===== config.mk =====
export PLATFORM = sky130hd
export DESIGN_NAME = spi_csr_master
export DESIGN_NICKNAME = d
export VERILOG_FILES = /design/src/rtl/spi_csr_pkg.sv /design/src/rtl/spi_rate_gen.sv /design/src/rtl/spi_shift_engine.sv /design/src/rtl/spi_csr_master.sv
export SDC_FILE = /design/constraint.sdc
export NUM_CORES = 1
export LEC_CHECK = 0
export BUFFER_PORTS_ARGS = -buffer_cell sky130_fd_sc_hd__buf_2
export CORE_MARGIN = 4
export CORE_UTILIZATION = 45
export DETAILED_ROUTE_END_ITERATION = 12
export PLACE_DENSITY = 0.73
export SLEW_MARGIN = 0
export SYNTH_ARGS = -nofsm -noshare
export SYNTH_HDL_FRONTEND = slang
export SYNTH_SLANG_ARGS = --single-unit

===== constraint.sdc =====
create_clock -name clk -period 6.2 [get_ports clk]
set_clock_uncertainty 0.2 [all_clocks]
set_input_delay 1.24 -clock clk [delete_from_list [all_inputs] [get_ports clk]]
set_output_delay 1.24 -clock clk [all_outputs]
set_load 0.01 [all_outputs]

===== src/rtl/spi_csr_pkg.sv =====
package spi_csr_pkg;
    localparam int DATA_W = 16;
    localparam int RATE_W = 3;
    localparam int LEN_W  = 4;

    // bit positions of the control word (software decodes these)
    localparam int POS_RATE = 13;
    localparam int POS_EN   = 9;
    localparam int POS_XCH  = 8;
    localparam int POS_DONE = 7;
    localparam int POS_IE   = 6;
    localparam int POS_PHA  = 5;
    localparam int POS_POL  = 4;

    typedef struct packed {
        logic [RATE_W-1:0] rate;
        logic              en;
        logic              done;
        logic              ie;
        logic              pha;
        logic              pol;
        logic [LEN_W-1:0]  len;
    } ctrl_t;
endpackage


===== src/rtl/spi_rate_gen.sv =====
module spi_rate_gen #(
    parameter int RATE_W   = 3,
    parameter int MIN_HALF = 2
) (
    input  logic              clk,
    input  logic              rst_n,
    input  logic              run,
    input  logic [RATE_W-1:0] rate,
    output logic              tick
);
    localparam int CNT_W = $clog2(MIN_HALF) + (1 << RATE_W);

    logic [CNT_W-1:0] cnt_d, cnt_q;
    logic [CNT_W-1:0] half;

    always_comb begin
        half  = CNT_W'(MIN_HALF) << rate;
        tick  = run && (cnt_q == half - 1'b1);
        cnt_d = cnt_q;
        if (!run || tick) begin
            cnt_d = '0;
        end else begin
            cnt_d = cnt_q + 1'b1;
        end
    end

    always_ff @(posedge clk) begin
        if (!rst_n) begin
            cnt_q <= '0;
        end else begin
            cnt_q <= cnt_d;
        end
    end


    cnt_in_range_chk: assert property (@(posedge clk) disable iff (!rst_n)
        run |-> cnt_q < half);
endmodule


===== src/rtl/spi_shift_engine.sv =====
module spi_shift_engine #(
    parameter int DATA_W = 16,
    parameter int LEN_W  = 4
) (
    input  logic              clk,
    input  logic              rst_n,
    input  logic              start,
    input  logic              abort,
    input  logic              tick,
    input  logic              pha,
    input  logic              pol,
    input  logic [LEN_W-1:0]  len,
    input  logic [DATA_W-1:0] txdata,
    input  logic              miso,
    output logic              busy,
    output logic              finish,
    output logic [DATA_W-1:0] rx_next,
    output logic              sclk,
    output logic              mosi
);
    localparam int EDGE_W = LEN_W + 2;

    typedef struct packed {
        logic              busy;
        logic              sclk;
        logic              mosi;
        logic [DATA_W-1:0] txsh;
        logic [DATA_W-1:0] rxsh;
        logic [EDGE_W-1:0] edge_n;
    } eng_t;

    eng_t cur_q, nxt_d;
    logic [EDGE_W-1:0] last_edge;
    logic [DATA_W-1:0] aligned;
    logic              leading;
    logic              sample_now;

    always_comb begin
        nxt_d      = cur_q;
        last_edge  = {(EDGE_W-1)'(len) + 1'b1, 1'b0} - 1'b1;
        aligned    = txdata << (DATA_W - 1 - int'(len));
        leading    = !cur_q.edge_n[0];
        sample_now = (leading != pha);
        finish     = 1'b0;

        if (abort) begin
            nxt_d.busy = 1'b0;
            nxt_d.sclk = pol;
        end else if (start) begin
            nxt_d.busy   = 1'b1;
            nxt_d.sclk   = pol;
            nxt_d.rxsh   = '0;
            nxt_d.edge_n = '0;
            if (!pha) begin
                nxt_d.mosi = aligned[DATA_W-1];
                nxt_d.txsh = aligned << 1;
            end else begin
                nxt_d.txsh = aligned;
            end
        end else if (cur_q.busy && tick) begin
            nxt_d.sclk   = !cur_q.sclk;
            nxt_d.edge_n = cur_q.edge_n + 1'b1;
            if (sample_now) begin
                nxt_d.rxsh = {cur_q.rxsh[DATA_W-2:0], miso};
            end else if (cur_q.edge_n != last_edge) begin
                nxt_d.mosi = cur_q.txsh[DATA_W-1];
                nxt_d.txsh = cur_q.txsh << 1;
            end
            if (cur_q.edge_n == last_edge) begin
                finish     = 1'b1;
                nxt_d.busy = 1'b0;
            end
        end else if (!cur_q.busy) begin
            nxt_d.sclk = pol;
        end
        rx_next = nxt_d.rxsh;
    end

    always_ff @(posedge clk) begin
        if (!rst_n) begin
            cur_q <= '0;
        end else begin
            cur_q <= nxt_d;
        end
    end

    assign busy = cur_q.busy;
    assign sclk = cur_q.sclk;
    assign mosi = cur_q.mosi;


    sclk_idle_chk: assert property (@(posedge clk) disable iff (!rst_n)
        (!cur_q.busy && $past(!cur_q.busy) && $stable(pol)) |-> cur_q.sclk == pol);

    edge_bound_chk: assert property (@(posedge clk) disable iff (!rst_n)
        cur_q.busy |-> cur_q.edge_n <= last_edge);
endmodule


===== src/rtl/spi_csr_master.sv =====
module spi_csr_master
    import spi_csr_pkg::*;
(
    input  logic              clk,
    input  logic              rst_n,
    input  logic              bus_addr,
    input  logic              bus_wr,
    input  logic [DATA_W-1:0] bus_wdata,
    output logic [DATA_W-1:0] bus_rdata,
    output logic              sclk,
    output logic              mosi,
    input  logic              miso,
    output logic              irq
);
    typedef struct packed {
        ctrl_t             cfg;
        logic [DATA_W-1:0] data;
    } regs_t;

    regs_t             cur_q, nxt_d;
    logic              wr_ctrl, wr_data;
    logic              start, abort;
    logic              busy, finish, tick;
    logic [DATA_W-1:0] rx_next;
    logic [DATA_W-1:0] ctrl_word;

    always_comb begin
        nxt_d   = cur_q;
        wr_ctrl = bus_wr && !bus_addr;
        wr_data = bus_wr && bus_addr;
        start   = wr_ctrl && !busy && cur_q.cfg.en
                  && bus_wdata[POS_EN] && bus_wdata[POS_XCH];
        abort   = wr_ctrl && busy && !bus_wdata[POS_EN];

        if (wr_ctrl) begin
            nxt_d.cfg.en   = bus_wdata[POS_EN];
            nxt_d.cfg.done = bus_wdata[POS_DONE];
            nxt_d.cfg.ie   = bus_wdata[POS_IE];
            if (!busy) begin
                nxt_d.cfg.rate = bus_wdata[POS_RATE +: RATE_W];
                nxt_d.cfg.pha  = bus_wdata[POS_PHA];
                nxt_d.cfg.pol  = bus_wdata[POS_POL];
                nxt_d.cfg.len  = bus_wdata[LEN_W-1:0];
            end
        end
        if (wr_data && !busy) begin
            nxt_d.data = bus_wdata;
        end
        if (finish) begin
            nxt_d.cfg.done = 1'b1;
            nxt_d.data     = rx_next;
        end

        ctrl_word = '0;
        ctrl_word[POS_RATE +: RATE_W] = cur_q.cfg.rate;
        ctrl_word[POS_EN]   = cur_q.cfg.en;
        ctrl_word[POS_XCH]  = busy;
        ctrl_word[POS_DONE] = cur_q.cfg.done;
        ctrl_word[POS_IE]   = cur_q.cfg.ie;
        ctrl_word[POS_PHA]  = cur_q.cfg.pha;
        ctrl_word[POS_POL]  = cur_q.cfg.pol;
        ctrl_word[LEN_W-1:0] = cur_q.cfg.len;
        bus_rdata = bus_addr ? cur_q.data : ctrl_word;
    end

    always_ff @(posedge clk) begin
        if (!rst_n) begin
            cur_q <= '0;
        end else begin
            cur_q <= nxt_d;
        end
    end

    assign irq = cur_q.cfg.done && cur_q.cfg.ie;

    spi_rate_gen #(.RATE_W(RATE_W), .MIN_HALF(2)) i_rate (
        .clk  (clk),
        .rst_n(rst_n),
        .run  (busy),
        .rate (cur_q.cfg.rate),
        .tick (tick)
    );

    spi_shift_engine #(.DATA_W(DATA_W), .LEN_W(LEN_W)) i_engine (
        .clk    (clk),
        .rst_n  (rst_n),
        .start  (start),
        .abort  (abort),
        .tick   (tick),
        .pha    (nxt_d.cfg.pha),
        .pol    (nxt_d.cfg.pol),
        .len    (nxt_d.cfg.len),
        .txdata (cur_q.data),
        .miso   (miso),
        .busy   (busy),
        .finish (finish),
        .rx_next(rx_next),
        .sclk   (sclk),
        .mosi   (mosi)
    );


    xch_fall_sets_done_chk: assert property (@(posedge clk) disable iff (!rst_n)
        ($fell(busy) && cur_q.cfg.en) |-> cur_q.cfg.done);

    start_needs_enable_chk: assert property (@(posedge clk) disable iff (!rst_n)
        $rose(busy) |-> $past(cur_q.cfg.en));

    cfg_locked_chk: assert property (@(posedge clk) disable iff (!rst_n)
        (busy && $past(busy)) |-> ($stable(cur_q.cfg.len) && $stable(cur_q.cfg.rate)
                                   && $stable(cur_q.cfg.pha) && $stable(cur_q.cfg.pol)));
endmodule


==> flow_summary.ini, run 1 <==
[clock_network]
h-tree-depth = 3
hold_buffers = 0
clock-sinks = 78
cts_buffers = 9
cts_tree = done
cts_root_buf = clkbuf_16
path_clk_slew_ps = 70
clock_latency_ps = 340
cts_setup_buffers = 0
ctsLongestPathBuffers = 2
cts_resized = 0

[worst_setup_path]
crit_path_start_kind = input pin
end_kind = flip-flop
cp_slowest_cell = or3b_1
slowest_delay_ps = 900
worst_ep_required_time_ps = 6220
path_class = input pin to flip-flop
crit_chain = buf_2 > or3b_1 > mux2i_4 > xnor2_1 > nor3_2 > nand3_4 > nor3_4 > nand2b_1 > o22ai_1
arrival_ps = 4560
critPathMaxFanout = 26

[logic_synthesis]
synth_fp_nets = 620
synthTopCellsByArea = dfxtp_1, mux2i_1, nand2_1, mux2_2, a21oi_1
synth_edf_count = 0
syn_area_per_cell_sq_um = 8.52
ys_seq_elements = 78
seq_area_frac_synth_pct = 30.7
synth_commonest_cells = nand2_1, dfxtp_1, nor2_1
synth_cell_types = 74
syn_inst = 596
yosys_warnings = 0
yosysMostFrequentCell = nand2_1
synth_top_area_share_pct = 30.7
synthesis.area_sq_um = 5080
yosys.area.top_type = dfxtp_1
synthArstFlopShare_pct = 0
yosys_most_used_dff = dfxtp_1

[detailed_routing]
antenna_left = 0
drtPass1Iterations = 5
via_count = 4726
top_layer = met4
drt_iter0_markers = 461
wl_met1_mm = 6.22
dr_wl_met3_mm = 1.07
wl_per_cell_um = 18.5
drc_errors = 0
wl_met2_mm = 6.54
avgViaCountPerCell = 6.24
wl_mm = 14.0

[sta]
relSlewSlack_pct = 27.9
setup_viol = 0
finalCritPeriodShare_pct = 73.2
slew_violations = 0
hold_viol = 0
fmax_mhz = 220
rsz0062_at_grt = no
tightest_slew_ps = 1080
fin_tns_setup_ps = 0
fin_crit_ps = 4540

[flow_run]
drv_cap = 0

[die]
num_rows = 38
coreArea_sq_um = 10900
io_pins = 40
start_util_pct = 46.5
die_w_um = 114
dieArea_sq_um = 13100
die_h_um = 114

[hold_path]
holdCritPathClass = flip-flop to flip-flop

[final_layout]
final_layout_size_suffix_gt1_share_pct = 19.8
instances_no_fill = 757
syn2layout_area_growth_pct = 9.11
utilization_pct = 50.7
fillCellCount = 1018
fin_nets = 636
antenna_cells = 0

[place]
post-place-cells = 741
io_buffer_count = 39
gp_routability_congestion = 0.901
dpl.hpwl_mm = 10.0

[global_routing]
grt_pass1_vias = 4489
grt_pass1_wl_mm = 23.3
overflow = 0
grt_use_total_pct = 22.1
antenna_found_initial = 0
grt_max_degree = 52

[power]
cellPowerDensity_nw_per_um2 = 230
vdd.ir_drop.worst_uv = 158
p_leak_nw = 2.03

[run_status]
status = finished clean
-- critical path: cells and delay by family --
| kind | cells | cell delay (ps) |
|---|---|---|
| muxes | 1 | 490 |
| and+or+nand+nor | 5 | 2240 |
| AOI/OAI and AO/OA | 1 | 110 |
| buffers and inverters | 1 | 350 |
| xor gates and xnor gates | 1 | 120 |
-- cell type report --
cell class,count,area [sq um],share of cell area (%)
Multi-Input combinational cell,472,3230,58.2
Clock inverter,6,92.6,1.67
Tap cell,140,175,3.16
Timing Repair Buffer,44,233,4.20
Clock buffer,10,229,4.13
Sequential cell,78,1560,28.2
Inverter,7,26.3,0.474
-- state kept, by name (all words and copies together) (netlist names) --
register and flops:
i_engine.busy 1, i_rate.cnt_q 9, i_engine.sclk 1, ctrl_word 12, i_engine.mosi 1, i_engine.cur_q 38, cur_q 16
-- report_power, final --
group / switching [W] / leakage [nW] / internal (W) / total, W
registers: 0.0000164 / 0.632 / 0.000511 / 0.000527
clock network: 0.000228 / 0.150 / 0.000356 / 0.000584
logic: 0.0000974 / 1.24 / 0.0000659 / 0.000163
total: 0.000341 / 2.03 / 0.000933 / 0.00127
-- cell families after synthesis --
family	synth area share [%]
and+or+nand+nor	21.6
AOI/OAI and AO/OA	22.2
DFF	30.7
muxes	15.8
buffers and inverters	5.76
xor gates and xnor gates	3.05
adders and majority gates	0.739
-- stage by stage --
step                      instance area, sq um  total power [W]  setup slack [ps]  hold WS (ps)
after global routing                      5540          0.00131              1380           301
after global placement                    5220         0.000696              1460           254
after floorplan                           5080         0.000659              2530           249
after detailed placement                  5220         0.000698              1340           262
final                                     5540          0.00127              1660           269
after CTS                                 5540          0.00127              1670           271
-- path summary, 6_finish.rpt --
check,from,end,slack (ps),cells past startpoint
max,bus_addr,cur_q[2],1660,9
min,i_engine.mosi,i_engine.mosi,270,2
min reg2reg,i_engine.mosi,i_engine.mosi,270,2
max reg2reg,ctrl_word[15],cur_q[2],2380,11
-- routing by layer --
layer  track usage, %  up-vias
li1                 -     2237
met1             30.6     2245
met2             35.0      224
met3             4.39       20
met4             6.57        0
met5                0        -
-- cells in the final DEF, fill, tap and decap left out, types with 5 or more instances in the layout --
master,Yosys,final
a21boi_0,5,5
a21oi_1,38,38
a22o_1,14,14
a22oi_1,5,5
a31oi_1,20,20
and2_1,10,10
buf_2,6,39
buf_4,6,5
clkbuf_16,0,9
dfxtp_1,78,78
mux2_2,25,25
mux2i_1,30,30
nand2_1,80,80
nand3_1,22,22
nand3b_1,6,6
nand4_1,7,7
nor2_1,43,43
nor2b_1,5,5
nor3_1,9,9
nor3b_1,6,6
o21ai_0,30,30
o21ai_1,10,10
o22ai_1,12,12
xnor2_1,7,7
xor2_1,7,7
(Power assumes the default switching activity.)
==> run 2: changes to the inputs <==
==> constraint.sdc (replaced) <==
create_clock -name clk -period 4.75 [get_ports clk]
set_clock_uncertainty 0.2 [all_clocks]
set_input_delay 0.95 -clock clk [delete_from_list [all_inputs] [get_ports clk]]
set_output_delay 0.95 -clock clk [all_outputs]
set_load 0.01 [all_outputs]
==> run 2 against run 1 <==
Via count increased by 1.1%. Combinational power increased by 31%. First-iteration DRC count decreased by 4.3%. Critical path depth increased by 2. Clock power increased by 23%. Wire length decreased by 2.4%. Register-to-register slack got worse by 1300 ps. Critical path type is now flip-flop to flip-flop. Largest power group unchanged.
==> flow_summary.ini, run 2 (synthesis gave the netlist of run 1 again) <==
[sta]
slew_violations = 0
fin_crit_ps = 3700
setup_viol = 0
fin_tns_setup_ps = 0
tightest_slew_ps = 901
relSlewSlack_pct = 39.8
fmax_mhz = 270
finalCritPeriodShare_pct = 78.0
rsz0062_at_grt = no
hold_viol = 0
layout_setup_ws_ps = 1050

[clock_network]
h-tree-depth = 3
ctsLongestPathBuffers = 2
path_clk_slew_ps = 60
cts_buffers = 9
hold_buffers = 0
cts_resized = 0
clock-sinks = 78
cts_setup_buffers = 0
clock_latency_ps = 340
cts_root_buf = clkbuf_16
cts_tree = done

[detailed_routing]
drtPass1Iterations = 5
antenna_left = 0
wl_per_cell_um = 18.0
via_count = 4776
drc_errors = 0
drt_iter0_markers = 441
wl_mm = 13.7
avgViaCountPerCell = 6.26

[worst_setup_path]
worst_ep_required_time_ps = 4810
r2r-start = ctrl_word[15]
critPathMaxFanout = 22
r2r_setup_slack_ps = 1050
r2r-end = i_engine.cur_q[37]
arrival_ps = 3770
worstRegToRegCells = 11
end_kind = flip-flop
path_class = flip-flop to flip-flop
crit_path_start_kind = flip-flop

[flow_run]
drv_cap = 0

[hold_path]
hold_depth = 2
min_to = i_engine.mosi
holdCritPathClass = flip-flop to flip-flop
hp-start = i_engine.mosi

[global_routing]
grt_max_degree = 28
antenna_found_initial = 0
grt_pass1_wl_mm = 22.6
overflow = 0
grt_use_total_pct = 21.2
grt_pass1_vias = 4432

[final_layout]
regMostFlops = i_engine.cur_q
largest_register_ffs = 38
antenna_cells = 0
layout_commonest_cell = nand2_1
final_layout_size_suffix_gt1_share_pct = 20.7
fillCellCount = 1037
syn2layout_area_growth_pct = 9.63
final_cell_mix = nand2_1, dfxtp_1, nor2_1
fin_nets = 642
design_area_sq_um = 5570

[run_status]
status = finished clean

[place]
post-place-ws_ps = 771
io_buffer_count = 39
gp_routability_congestion = 0.968
dpl.hpwl_mm = 9.89
placed_cell_area_sq_um = 5270

[die]
die_w_um = 114
start_util_pct = 46.5
io_pins = 40
dieArea_sq_um = 13100
coreArea_sq_um = 10900
die_h_um = 114
num_rows = 38

[power]
vdd.ir_drop.worst_uv = 190
p_leak_nw = 2.06
cellPowerDensity_nw_per_um2 = 292
## run 2: cell types whose count changed in the layout (fill, tap and decap cells not counted), sizes merged
| cell | delta |
|---|---|
| clkbuf | -1 |
| inv | +2 |
| clkinv | +2 |
| clkinvlp | -2 |
| bufinv | -1 |
| buf | +6 |
## run 2: through the flow
stage          std cells  total power [W]  hold slack, ps  utilization [%]
2_1_floorplan        596         0.000860             249                -
3_3_place_gp         747         0.000908             260             48.2
3_5_place_dp         747         0.000912             264             48.2
4_1_cts              763          0.00162             273             50.9
5_1_grt              763          0.00168             317             50.9
6_report             763          0.00162             266             50.9
## run 2: how the worst max path moves through the flow
stage / from / to / slack, ps / depth (start not counted)
floorplan: ctrl_word[15] / i_engine.cur_q[16] / 1430 / 14
global placement: bus_wr / cur_q[15] / 850 / 9
detailed placement: bus_wr / i_engine.cur_q[37] / 770 / 10
CTS: bus_wr / i_engine.cur_q[37] / 1080 / 10
global route: ctrl_word[15] / i_engine.cur_q[37] / 640 / 11
finish: ctrl_word[15] / i_engine.cur_q[37] / 1050 / 11
## run 2: area by class of cell
class                   instances  area, sq um  area share, %
multi-input cells             472         3230           57.9
repair buffers                 50          278           4.99
inverters                       7         26.3          0.472
flip-flops and latches         78         1560           28.0
well taps                     140          175           3.15
clock buffers                   9          225           4.04
clock inverters                 7         77.6           1.39
## run 2: worst max-delay path, cell delays in order (launching register included)
cell     delay [ps]
dfxtp_1         610
nor2_1          130
nand2_1         100
ha_1            330
inv_2            90
a211o_1         290
and4_1          220
or3_4           410
nor4_4          370
o211a_1         550
o21ai_0         180
a31oi_1         160
## run 2: routing by layer
layer	track usage, %	wire [um]
met5	0	0
met3	3.44	913
met2	33.3	6210
met4	7.84	338
met1	29.4	6230
## run 2: report_power, final
part,total (W),internal (W),leakage [nW],switching [W]
combinational,0.000213,0.0000874,1.27,0.000126
sequential,0.000689,0.000667,0.632,0.0000223
clock,0.000721,0.000415,0.153,0.000306
total,0.00162,0.00117,2.06,0.000454
